### src/rtl/lamp_sweep_pkg.sv
package lamp_sweep_pkg;

    localparam int LAMP_N  = 3;
    localparam int STATE_W = 2;

    typedef logic [LAMP_N-1:0] lamp_t;

    // Lamp bus order is {left, middle, right}
    localparam lamp_t LIT_LEFT   = lamp_t'(1) << (LAMP_N - 1);
    localparam lamp_t LIT_MIDDLE = lamp_t'(1) << (LAMP_N / 2);
    localparam lamp_t LIT_RIGHT  = lamp_t'(1);

    typedef enum logic [STATE_W-1:0] {
        POS_LEFT     = 2'd0,
        POS_MID_OUT  = 2'd1,
        POS_RIGHT    = 2'd2,
        POS_MID_BACK = 2'd3
    } pos_e;

    typedef struct packed {
        pos_e  pos;
        lamp_t lamps;
    } sweep_reg_t;

endpackage

### src/rtl/sweep_next.sv
module sweep_next
    import lamp_sweep_pkg::*;
(
    input  pos_e pos_q,
    input  logic step_en,
    output pos_e pos_d
);

    always_comb begin
        pos_d = pos_q;
        if (step_en) begin
            unique case (pos_q)
                POS_LEFT:     pos_d = POS_MID_OUT;
                POS_MID_OUT:  pos_d = POS_RIGHT;
                POS_RIGHT:    pos_d = POS_MID_BACK;
                POS_MID_BACK: pos_d = POS_LEFT;
                default:      pos_d = POS_LEFT;
            endcase
        end
    end

endmodule

### src/rtl/lamp_decode.sv
module lamp_decode
    import lamp_sweep_pkg::*;
(
    input  pos_e  pos,
    output lamp_t lamps
);

    always_comb begin
        unique case (pos)
            POS_LEFT:     lamps = LIT_LEFT;
            POS_MID_OUT:  lamps = LIT_MIDDLE;
            POS_RIGHT:    lamps = LIT_RIGHT;
            POS_MID_BACK: lamps = LIT_MIDDLE;
            default:      lamps = LIT_LEFT;
        endcase
    end

endmodule

### src/rtl/lamp_sweep.sv
module lamp_sweep
    import lamp_sweep_pkg::*;
(
    input  logic clk,
    input  logic rst_n,
    input  logic step_en,
    output logic lamp_left,
    output logic lamp_middle,
    output logic lamp_right
);

    sweep_reg_t sweep_d, sweep_q;
    pos_e       pos_next;
    lamp_t      lamps_next;

    sweep_next u_next (
        .pos_q   (sweep_q.pos),
        .step_en (step_en),
        .pos_d   (pos_next)
    );

    // Decode from the next position so the lamps register in step with it
    lamp_decode u_decode (
        .pos   (pos_next),
        .lamps (lamps_next)
    );

    always_comb begin
        sweep_d       = sweep_q;
        sweep_d.pos   = pos_next;
        sweep_d.lamps = lamps_next;
    end

    always_ff @(posedge clk or negedge rst_n) begin
        if (!rst_n) begin
            sweep_q <= '{pos: POS_LEFT, lamps: LIT_LEFT};
        end else begin
            sweep_q <= sweep_d;
        end
    end

    assign {lamp_left, lamp_middle, lamp_right} = sweep_q.lamps;

    // reset value seen at every edge while reset is held
    always @(posedge clk) begin
        if (!rst_n) begin
            a_r1_reset_left: assert (sweep_q.lamps == LIT_LEFT && sweep_q.pos == POS_LEFT);
        end
    end

    a_r2_single_lamp: assert property (@(posedge clk) disable iff (!rst_n)
        $countones({lamp_left, lamp_middle, lamp_right}) == 1);

    a_r3_left_to_middle: assert property (@(posedge clk) disable iff (!rst_n)
        (step_en && sweep_q.lamps == LIT_LEFT) |=> (sweep_q.lamps == LIT_MIDDLE));

    a_r3_right_to_middle: assert property (@(posedge clk) disable iff (!rst_n)
        (step_en && sweep_q.lamps == LIT_RIGHT) |=> (sweep_q.lamps == LIT_MIDDLE));

    a_r4_hold_when_idle: assert property (@(posedge clk) disable iff (!rst_n)
        !step_en |=> ($stable(sweep_q.lamps) && $stable(sweep_q.pos)));

    a_r5_outward_turn: assert property (@(posedge clk) disable iff (!rst_n)
        (step_en && sweep_q.pos == POS_MID_OUT) |=> (sweep_q.lamps == LIT_RIGHT));

    a_r5_return_turn: assert property (@(posedge clk) disable iff (!rst_n)
        (step_en && sweep_q.pos == POS_MID_BACK) |=> (sweep_q.lamps == LIT_LEFT));

endmodule

### config.mk
export PLATFORM = sky130hd
export DESIGN_NAME = lamp_sweep
export DESIGN_NICKNAME = d
export VERILOG_FILES = /design/src/rtl/lamp_sweep_pkg.sv /design/src/rtl/sweep_next.sv /design/src/rtl/lamp_decode.sv /design/src/rtl/lamp_sweep.sv
export SDC_FILE = /design/constraint.sdc
export NUM_CORES = 1
export LEC_CHECK = 0
export BUFFER_PORTS_ARGS = -buffer_cell sky130_fd_sc_hd__buf_4
export CAP_MARGIN = 30
export CELL_PAD_IN_SITES_DETAIL_PLACEMENT = 1
export CELL_PAD_IN_SITES_GLOBAL_PLACEMENT = 2
export CORE_AREA = 10 10 47 49
export DETAILED_ROUTE_END_ITERATION = 10
export DIE_AREA = 0 0 57 59
export PLACE_DENSITY_LB_ADDON = 0.1
export SYNTH_ARGS = -nofsm -noshare
export SYNTH_HDL_FRONTEND = slang
export SYNTH_SLANG_ARGS = --single-unit
### constraint.sdc
create_clock -name clk -period 1.52 [get_ports clk]
set_input_delay 0 -clock clk [delete_from_list [all_inputs] [get_ports clk]]
set_output_delay 0 -clock clk [all_outputs]
set_load 0.005 [all_outputs]
Word-level counts from Yosys, hierarchy flattened
Cells that the tools add are included.
{ "classes": {"n_eq_ne": 6, "muxes": 3, "n_reduce_logical": 3} }
{ "op_table": {"columns": ["operator", "count"], "rows": [
  ["3-bit one-hot mux with 3 select lines", 1],
  ["2-bit equality test, second input constant", 4],
  ["2-bit one-hot mux with 4 select lines", 1],
  ["2-bit by 1-bit equality test with 1-bit output, second input constant", 2],
  ["2-bit logical NOT", 2],
  ["2-bit 2-to-1 mux", 1],
  ["2-bit OR reduction", 1]
]} }
{ "word_totals": {"ff_bits": 5, "inputBits": 3, "out_inout_bits": 3} }

Depth between registers and ports, before layout
Gate-level depths: netlist (run 1).
{ "depth": {"ltp_word": 6, "depth_mapped": 4, "ltp_nobuf": 4} }

Cells and area by module
From an unflattened synthesis (run 1), not the netlist that was laid out.
{ "hier_totals": {"hier_cells": 16, "hier_area_um2": 191.4} }
{ "by_module_without_submodules": {"columns": ["mod", "instances", "cells_per_inst", "area_per_inst_um2", "seq_area_each_um2"], "rows": [
  ["lamp_sweep", 1, 5, 126.4, 126.4],
  ["sweep_next", 1, 8, 51.3, 0.0],
  ["lamp_decode", 1, 3, 13.8, 0.0]
]} }

Worst setup path before layout (run 1)
OpenSTA, ideal clock, no wires.
{ "synth_timing": {"path_type": "reg2reg", "from": "register with a tool-made name", "to": "register sweep_q, in the netlist lamp_left", "setup_ns": 0.059, "arrival_time_ns": 1.062, "required_time_ns": 1.461, "path_slack_ns": 0.399, "path_stages_with_launch": 5, "path_buffers": 0, "cell_sequence": "dfrtp_1 inv_1 ha_1 nor3_1 a21o_1"} }
{ "synth_rtl": {"columns": ["item", "line_no", "rtl"], "rows": [
  ["end signal, assigned", "lamp_sweep.sv:36", "sweep_q <= '{pos: POS_LEFT, lamps: LIT_LEFT};"],
  ["end signal, assigned", "lamp_sweep.sv:38", "sweep_q <= sweep_d;"],
  ["end, declared", "lamp_sweep.sv:12", "sweep_reg_t sweep_d, sweep_q;"]
]} }

==> results.py, run 1 <==
metrics = {
    "clocking": {
        "path_clk_slew_ns": 0.04,
        "cts_resized": 0,
        "cts_hold_buf": 2,
        "cts_setup_buffers": 0,
        "clock_latency_ns": 0.24,
        "clockBufferDepth": 2,
        "cts_tree": "built",
        "cts_buffers": 3,
        "root_buffer": "clkbuf_4",
        "clock-sinks": 4,
        "htreeDepth": 1,
    },
    "place": {
        "place_area_um2": 254,
        "post-place-ws_ns": 0.294,
        "portBuffers": 5,
        "hpwl_um": 363,
        "dp.cells": 38,
        "place_congestion": 0.666,
    },
    "grt": {
        "overflow": 0,
        "antenna_found_initial": 0,
        "grt_pass1_vias": 199,
        "grt_first_pass_wirelength_um": 855,
        "grt_use_total_pct": 3.85,
        "grt_max_degree": 7,
    },
    "setup_path": {
        "cp_cell_sequence": "inv_1 > ha_1 > nor3_1 > a21o_1",
        "max_stage_delay_ns": 0.41,
        "required_ns": 1.69,
        "crit_path_end_kind": "register",
        "r2r_setup_slack_ns": 0.26,
        "crit_type": "register to register",
        "cp_slowest_cell": "dfrtp_1",
        "cp.depth": 4,
        "arrival_ns": 1.43,
        "cp_max_fo": 4,
        "r2r-end": "lamp_left",
        "rr_worst_depth": 4,
        "crit_family": "flip-flops",
        "critPathBufInv": 1,
        "crit_path_start_kind": "register",
    },
    "drt": {
        "drc": 0,
        "via_per_inst": 3.68,
        "wl_um": 466,
        "drt_first_pass_iters": 1,
        "vias": 162,
        "drtIter0Drc": 0,
        "ant_nets": 0,
        "routedWlPerCell_um": 10.6,
    },
    "pwr": {
        "p_int_uw": 397,
        "power_frac_seq_pct": 34.2,
        "p_sw_share_pct": 34.7,
        "p_leak_nw": 0.146,
        "combinationalPowerShare_pct": 42.2,
        "p_per_area_mw_per_mm2": 2020,
        "max-vdd-ir-drop_uv": 418,
        "netSwitchingPower_uw": 211,
        "clockPowerShare_pct": 23.6,
    },
    "synthesis": {
        "synth_common_cells": "3 x dfrtp_1, 2 x ha_1, 2 x inv_1, 2 x nor3_1, 2 x o21ai_1",
        "synth.net_count": 22,
        "ys_ff_latch": 4,
        "synthFlopType": "dfrtp_1",
        "synth_compound_gate_area_share_pct": 17.2,
        "yosys.area.top_type": "dfrtp_1",
        "synth_top_family_by_area": "compound AO/OA/AOI/OAI gates",
        "yosys-top-cells-area": "dfrtp_1 38%, dfstp_2 13%, ha_1 13%",
        "async_flop_share_pct": 100,
        "synth.top_cell.area_share_pct": 38.2,
        "syn_area_um2": 196,
        "syn_area_per_cell_um2": 11.6,
        "synthXorXnorAreaFrac_pct": 0,
        "synthSimpleGateAreaFrac_pct": 14.6,
        "yosysWarnings": 0,
        "synth_mux_area_share_pct": 0,
        "synth_cell_types": 11,
        "synth-adder-area-share_pct": 12.7,
        "syn_inst": 17,
        "synth_edf_count": 0,
        "synth.most_common_cell": "dfrtp_1",
        "yosysSeqAreaShare_pct": 51.6,
    },
    "layout": {
        "multi_input_area_um2": 87.6,
        "fin_nets": 34,
        "area_growth_pct": 52.9,
        "design_area_um2": 300,
        "fill_cells": 170,
        "drive_above_1_share_pct": 42.9,
        "final-seq-area_um2": 101,
        "final_cells": 44,
        "antenna_cells": 0,
    },
    "floorplan": {
        "die_w_um": 57,
        "ioPinCount": 6,
        "dieArea_mm2": 0.00336,
        "start_util_pct": 14.0,
        "coreArea_mm2": 0.00140,
        "die_y_um": 59,
        "rows": 14,
    },
    "timing": {
        "period_share_pct": 82.7,
        "worst_clock_skew_ns": 0.00541,
        "setup_tns_ns": 0,
        "setup_ws_ns": 0.263,
        "rsz0062_at_grt": "no",
        "finalSetupViolations": 0,
        "period_minus_slack_ns": 1.26,
        "hold_slack_ns": 0.0957,
        "maxSlewHeadroom_pct": 87.0,
        "final_max_slew_viol_count": 0,
        "fmax_mhz": 796,
        "hold_viol": 0,
        "tightestPinTransition_ns": 0.194,
    },
    "run_status": {
        "status": "complete, no violations",
    },
    "worst_hold_path": {
        "hp-class": "input port to async pin",
    },
    "job": {
        "drv_cap": 0,
    },
}
-- through the flow --
step	utilization [%]	power, mW
after CTS	21.4	0.626
after detailed placement	18.1	0.468
after floorplan	-	0.366
final	21.4	0.607
after global routing	21.4	0.682
after global placement	18.1	0.478
-- worst max-delay path by stage --
| stage | endpoint | startpoint |
|---|---|---|
| after floorplan | lamp_left | register |
| after global placement | lamp_right | register |
| after detailed placement | lamp_left | register |
| after CTS | lamp_left | register |
| after global routing | lamp_left | register |
| final | lamp_left | register |
-- power by group through the flow --
stage               Sequential, mW  Clock [mW]  Combinational [mW]
floorplan                    0.201           0               0.165
global placement             0.209           0               0.269
detailed placement           0.211           0               0.257
CTS                          0.210       0.151               0.265
global route                 0.218       0.166               0.298
finish                       0.208       0.143               0.257
-- layout by cell type, fill, tap and decap left out, drive strengths merged --
cell and instances:
a21o 1, buf 5, clkbuf 4, dfrtp 3
dfstp 1, dlygate4sd3 2, ha 2, inv 2
nand2 2, nand2b 1, nor3 2, o21ai 2
o32ai 1
-- cells by family after synthesis --
| logic type | after synthesis |
|---|---|
| and+or+nand+nor | 5 |
| adders and majority gates | 2 |
| AOI/OAI and AO/OA | 4 |
| DFF | 4 |
| buffers and inverters | 2 |
-- routing by layer --
layer	global-route usage, %	part of all wire, %
met1	3.10	37
met2	4.19	42
met3	2.58	15
met4	8.05	5.8
met5	0	0
-- final cells by class --
cell class / count / area share, %
Clock buffer: 4 / 8.75
Inverter: 2 / 2.50
Multi-Input combinational cell: 11 / 29.2
Sequential cell: 4 / 33.7
Tap cell: 16 / 6.67
Timing Repair Buffer: 7 / 19.2
Note: power is estimated with default switching activity, not from simulation.
==> run 2, diff against run 1 <==
==> constraint.sdc (replaced) <==
create_clock -name clk -period 1.25 [get_ports clk]
set_input_delay 0 -clock clk [delete_from_list [all_inputs] [get_ports clk]]
set_output_delay 0 -clock clk [all_outputs]
set_load 0.005 [all_outputs]
==> results.py, run 2 (synthesis results as in run 1) <==
metrics = {
    "run_status": {
        "status": "complete, no violations",
    },
    "grt": {
        "grt_pass1_vias": 197,
        "antenna_found_initial": 0,
        "grt_max_degree": 7,
        "grt_first_pass_wirelength_um": 869,
        "grt_use_total_pct": 3.94,
        "overflow": 0,
    },
    "clocking": {
        "cts_resized": 0,
        "path_clk_slew_ns": 0.04,
        "htreeDepth": 1,
        "cts_buffers": 3,
        "root_buffer": "clkbuf_4",
        "cts_tree": "built",
        "cts_setup_buffers": 0,
        "cts_hold_buf": 2,
        "clockBufferDepth": 2,
        "clock_latency_ns": 0.24,
        "clock-sinks": 4,
    },
    "setup_path": {
        "crit_path_start": "sweep_q[4]",
        "required_ns": 1.43,
        "worstReg2RegStart": "sweep_q[4]",
        "crit_type": "register to register",
        "cp_max_fo": 4,
        "rr_worst_depth": 4,
        "arrival_ns": 1.32,
        "crit_path_start_kind": "register",
        "r2r_setup_slack_ns": 0.11,
        "crit_path_end_kind": "register",
        "r2r-end": "lamp_left",
    },
    "drt": {
        "vias": 174,
        "routedWlPerCell_um": 12.0,
        "drt_first_pass_iters": 2,
        "wl_um": 542,
        "drtIter0Drc": 3,
        "drc": 0,
        "via_per_inst": 3.87,
        "ant_nets": 0,
    },
    "pwr": {
        "p_total_uw": 780,
        "p_per_area_mw_per_mm2": 2530,
        "p_leak_nw": 0.151,
        "p_int_uw": 505,
        "p_sw_share_pct": 35.2,
        "max-vdd-ir-drop_uv": 589,
        "combinationalPowerShare_pct": 46.3,
        "clockPowerShare_pct": 23.8,
        "power_frac_seq_pct": 29.9,
        "netSwitchingPower_uw": 275,
    },
    "timing": {
        "fmax_mhz": 878,
        "rsz0062_at_grt": "no",
        "period_share_pct": 91.1,
        "tightestPinTransition_ns": 0.182,
        "period_minus_slack_ns": 1.14,
        "finalSetupViolations": 0,
        "maxSlewHeadroom_pct": 87.8,
        "final_max_slew_viol_count": 0,
        "worst_clock_skew_ns": 0.00287,
        "hold_viol": 0,
        "setup_tns_ns": 0,
    },
    "layout": {
        "fill_cells": 169,
        "antenna_cells": 0,
        "fin_nets": 35,
        "layout_commonest_cell": "buf_4",
        "drive_above_1_share_pct": 44.8,
        "area_growth_pct": 56.7,
        "post-route-util_pct": 22.0,
        "layout_common_cells": "6 x buf_4, 3 x dfrtp_1, 3 x clkbuf_4",
    },
    "floorplan": {
        "die_y_um": 59,
        "ioPinCount": 6,
        "dieArea_mm2": 0.00336,
        "coreArea_mm2": 0.00140,
        "die_w_um": 57,
        "start_util_pct": 14.0,
        "rows": 14,
    },
    "place": {
        "place_congestion": 0.664,
        "hpwl_um": 426,
        "portBuffers": 5,
    },
    "worst_hold_path": {
        "hp-class": "input port to async pin",
    },
    "job": {
        "drv_cap": 0,
    },
}
-- run 2: worst max-delay path by stage --
stage | to | slack, ns
floorplan | lamp_left | 0.13
global placement | lamp_right | 0.12
detailed placement | lamp_left | 0.13
CTS | lamp_left | 0.11
global route | lamp_right | 0.04
finish | lamp_left | 0.11
-- run 2: worst max-delay path, cell delays in order, from the launching register on --
cell	delay, ns
dfrtp_1	0.40
inv_1	0.06
ha_1	0.31
nor3_1	0.18
a21o_1	0.13
-- run 2: power by group through the flow --
stage                     Clock [mW]  Sequential, mW  Combinational [mW]
after floorplan                    0           0.244               0.201
after global placement             0           0.231               0.370
after detailed placement           0           0.233               0.362
after CTS                      0.201           0.232               0.369
after global routing           0.209           0.239               0.404
final                          0.186           0.233               0.361
-- run 2: per-layer routing --
| layer | part of all wire, % | global-route usage, % | vias to the layer above | wire (µm) |
|---|---|---|---|---|
| met3 | 9.8 | 2.36 | 2 | 53 |
| met2 | 40 | 4.50 | 7 | 218 |
| li1 | - | - | 85 | - |
| met4 | 5.0 | 8.05 | 0 | 27 |
| met5 | 0 | 0 | - | 0 |
| met1 | 45 | 3.23 | 80 | 243 |
-- run 2: final cells by class --
cell class / count / area, µm² / share of cell area [%]
sequential: 4 / 101 / 32.9
timing repair buffer: 8 / 65.1 / 21.1
multi-input combinational: 11 / 87.6 / 28.5
tap: 16 / 20.0 / 6.50
clock buffer: 4 / 26.3 / 8.54
inverter: 2 / 7.51 / 2.44
-- run 2: stage by stage --
| step | instance area, µm² | hold slack (ns) | std cells | worst slack [ns] |
|---|---|---|---|---|
| after global placement | 262 | -0.197 | 39 | 0.122 |
| after detailed placement | 262 | -0.195 | 39 | 0.125 |
| after floorplan | 196 | -0.296 | 17 | 0.129 |
| after CTS | 308 | 0.0873 | 45 | 0.108 |
| final | 308 | 0.0956 | 45 | 0.111 |
| after global routing | 308 | 0.101 | 45 | 0.0377 |
==> run 3, diff against run 2 <==
--- a/config.mk
+++ b/config.mk
@@ -5,6 +5,7 @@
 export SDC_FILE = /design/constraint.sdc
 export NUM_CORES = 1
 export LEC_CHECK = 0
+export ABC_AREA = 1
 export BUFFER_PORTS_ARGS = -buffer_cell sky130_fd_sc_hd__buf_4
 export CAP_MARGIN = 30
 export CELL_PAD_IN_SITES_DETAIL_PLACEMENT = 1
==> results.py, run 3 <==
metrics = {
    "timing": {
        "worst_clock_skew_ns": 0.00322,
        "final_max_slew_viol_count": 0,
        "hold_slack_ns": 0.0370,
        "maxSlewHeadroom_pct": 92.0,
        "setup_tns_ns": 0,
        "rsz0062_at_grt": "no",
        "period_minus_slack_ns": 1.06,
        "tightestPinTransition_ns": 0.119,
        "hold_viol": 0,
        "fmax_mhz": 940,
        "period_share_pct": 85.1,
        "finalSetupViolations": 0,
    },
    "synthesis": {
        "ys_ff_latch": 4,
        "synth_cell_types": 11,
        "async_flop_share_pct": 100,
        "synth.net_count": 27,
        "synth_common_cells": "7 x nand2_1, 3 x dfrtp_1, 3 x inv_1, 2 x ha_1",
        "synthFlopType": "dfrtp_1",
        "yosysWarnings": 0,
        "syn_inst": 22,
        "yosys.area.top_type": "dfrtp_1",
        "syn_area_per_cell_um2": 8.99,
        "syn_area_um2": 198,
        "synth.top_cell.area_share_pct": 38.0,
        "synth.most_common_cell": "nand2_1",
        "synth_edf_count": 0,
        "yosysSeqAreaShare_pct": 51.3,
        "yosys-top-cells-area": "dfrtp_1 38%, dfstp_2 13%, nand2_1 13%",
    },
    "drt": {
        "wl_um": 442,
        "ant_nets": 0,
        "vias": 158,
        "routedWlPerCell_um": 9.21,
        "drt_first_pass_iters": 2,
        "via_per_inst": 3.29,
        "drtIter0Drc": 2,
        "drc": 0,
    },
    "floorplan": {
        "ioPinCount": 6,
        "coreArea_mm2": 0.00140,
        "rows": 14,
        "start_util_pct": 14.1,
        "die_y_um": 59,
        "dieArea_mm2": 0.00336,
        "die_w_um": 57,
    },
    "place": {
        "hpwl_um": 383,
        "portBuffers": 5,
        "place_congestion": 0.646,
    },
    "setup_path": {
        "crit_type": "register to register",
        "max_stage_delay_ns": 0.34,
        "cp_cell_sequence": "inv_1 > ha_1 > nor2_1 > nand2_1 > and2_1",
        "rr_worst_depth": 5,
        "crit_family": "simple AND/OR/NAND/NOR gates",
        "crit_path_end_kind": "register",
        "crit_path_start_kind": "register",
        "arrival_ns": 1.18,
        "r2r_setup_slack_ns": 0.19,
        "required_ns": 1.37,
        "cp_max_fo": 3,
        "critPathBufInv": 1,
        "cp_slowest_cell": "dfrtp_1",
    },
    "layout": {
        "antenna_cells": 0,
        "final-seq-area_um2": 101,
        "layout_commonest_cell": "nand2_1",
        "layout_common_cells": "7 x nand2_1, 5 x buf_4, 3 x inv_1, 3 x dfrtp_1, 3 x clkbuf_4",
        "multi_input_area_um2": 81.3,
        "fin_nets": 38,
        "area_growth_pct": 47.5,
        "fill_cells": 176,
        "drive_above_1_share_pct": 37.5,
    },
    "grt": {
        "grt_first_pass_wirelength_um": 828,
        "grt_use_total_pct": 3.28,
        "overflow": 0,
        "antenna_found_initial": 0,
        "grt_pass1_vias": 199,
        "grt_max_degree": 5,
    },
    "clocking": {
        "htreeDepth": 1,
        "clock-sinks": 4,
        "clock_latency_ns": 0.23,
        "clockBufferDepth": 2,
        "cts_resized": 0,
        "path_clk_slew_ns": 0.04,
        "root_buffer": "clkbuf_4",
        "cts_buffers": 3,
        "cts_tree": "built",
    },
    "worst_hold_path": {
        "hold_depth": 3,
        "hp-class": "input port to register",
        "hold_path_end": "sweep_q[4]",
        "hp-start": "step_en",
    },
    "pwr": {
        "p_per_area_mw_per_mm2": 2360,
        "p_leak_nw": 0.156,
        "max-vdd-ir-drop_uv": 783,
        "p_total_uw": 689,
    },
    "job": {
        "drv_cap": 0,
    },
    "run_status": {
        "status": "complete, no violations",
    },
}
-- run 3: worst max-delay path by stage --
stage,cells past startpoint,end,slack (ns)
floorplan,5,register,0.24
global placement,5,register,0.17
detailed placement,5,register,0.16
CTS,5,register,0.16
global route,6,lamp_right,0.04
finish,5,register,0.19
-- run 3: worst reg2reg max path: stages (launching register included) --
cell and delay, ns:
dfrtp_1 0.34, inv_1 0.07, ha_1 0.19, nor2_1 0.10
nand2_1 0.10, and2_1 0.15
-- run 3: cell type report --
type / count / share of cell area [%]
clock buffer: 4 / 9.01
inverter: 4 / 5.15
multi-input combinational: 14 / 27.9
sequential: 4 / 34.8
tap: 16 / 6.87
timing repair buffer: 6 / 16.3
-- run 3: layer usage --
metal	track usage [%]	vias up	wire, µm
met1	3.08	70	169
li1	-	84	-
met3	2.58	0	21
met4	2.01	0	0
met5	0	-	0
met2	4.96	4	251
-- run 3: kinds of logic after synthesis --
family / Yosys count / share of synthesized area [%]
compound gates: 2 / 6.96
fa+ha+maj: 2 / 12.7
buf+inv: 4 / 7.59
flops: 4 / 51.3
simple gates: 10 / 21.5
-- run 3: per-stage QoR --
step | util (%) | instances | cell area [µm²] | setup WS, ns
finish | 20.8 | 48 | 292 | 0.186
global route | 20.8 | 48 | 292 | 0.0368
CTS | 20.8 | 48 | 292 | 0.156
detailed placement | 18.2 | 43 | 255 | 0.164
global placement | 18.2 | 43 | 255 | 0.173
floorplan | - | 22 | 198 | 0.243
-- run 3: timing repair --
| item | in CTS | in global routing |
|---|---|---|
| endpoints found under the hold margin | 4 | 0 |
| buffers inserted | 0 | 0 |
| hold buffers | 1 | 0 |
-- run 3: power by group --
part / leakage [nW] / switching, mW / internal, mW
Combinational: 0.0936 / 0.152 / 0.136
Clock: 0.0150 / 0.0535 / 0.120
Sequential: 0.0469 / 0.0295 / 0.198
Total: 0.156 / 0.235 / 0.454
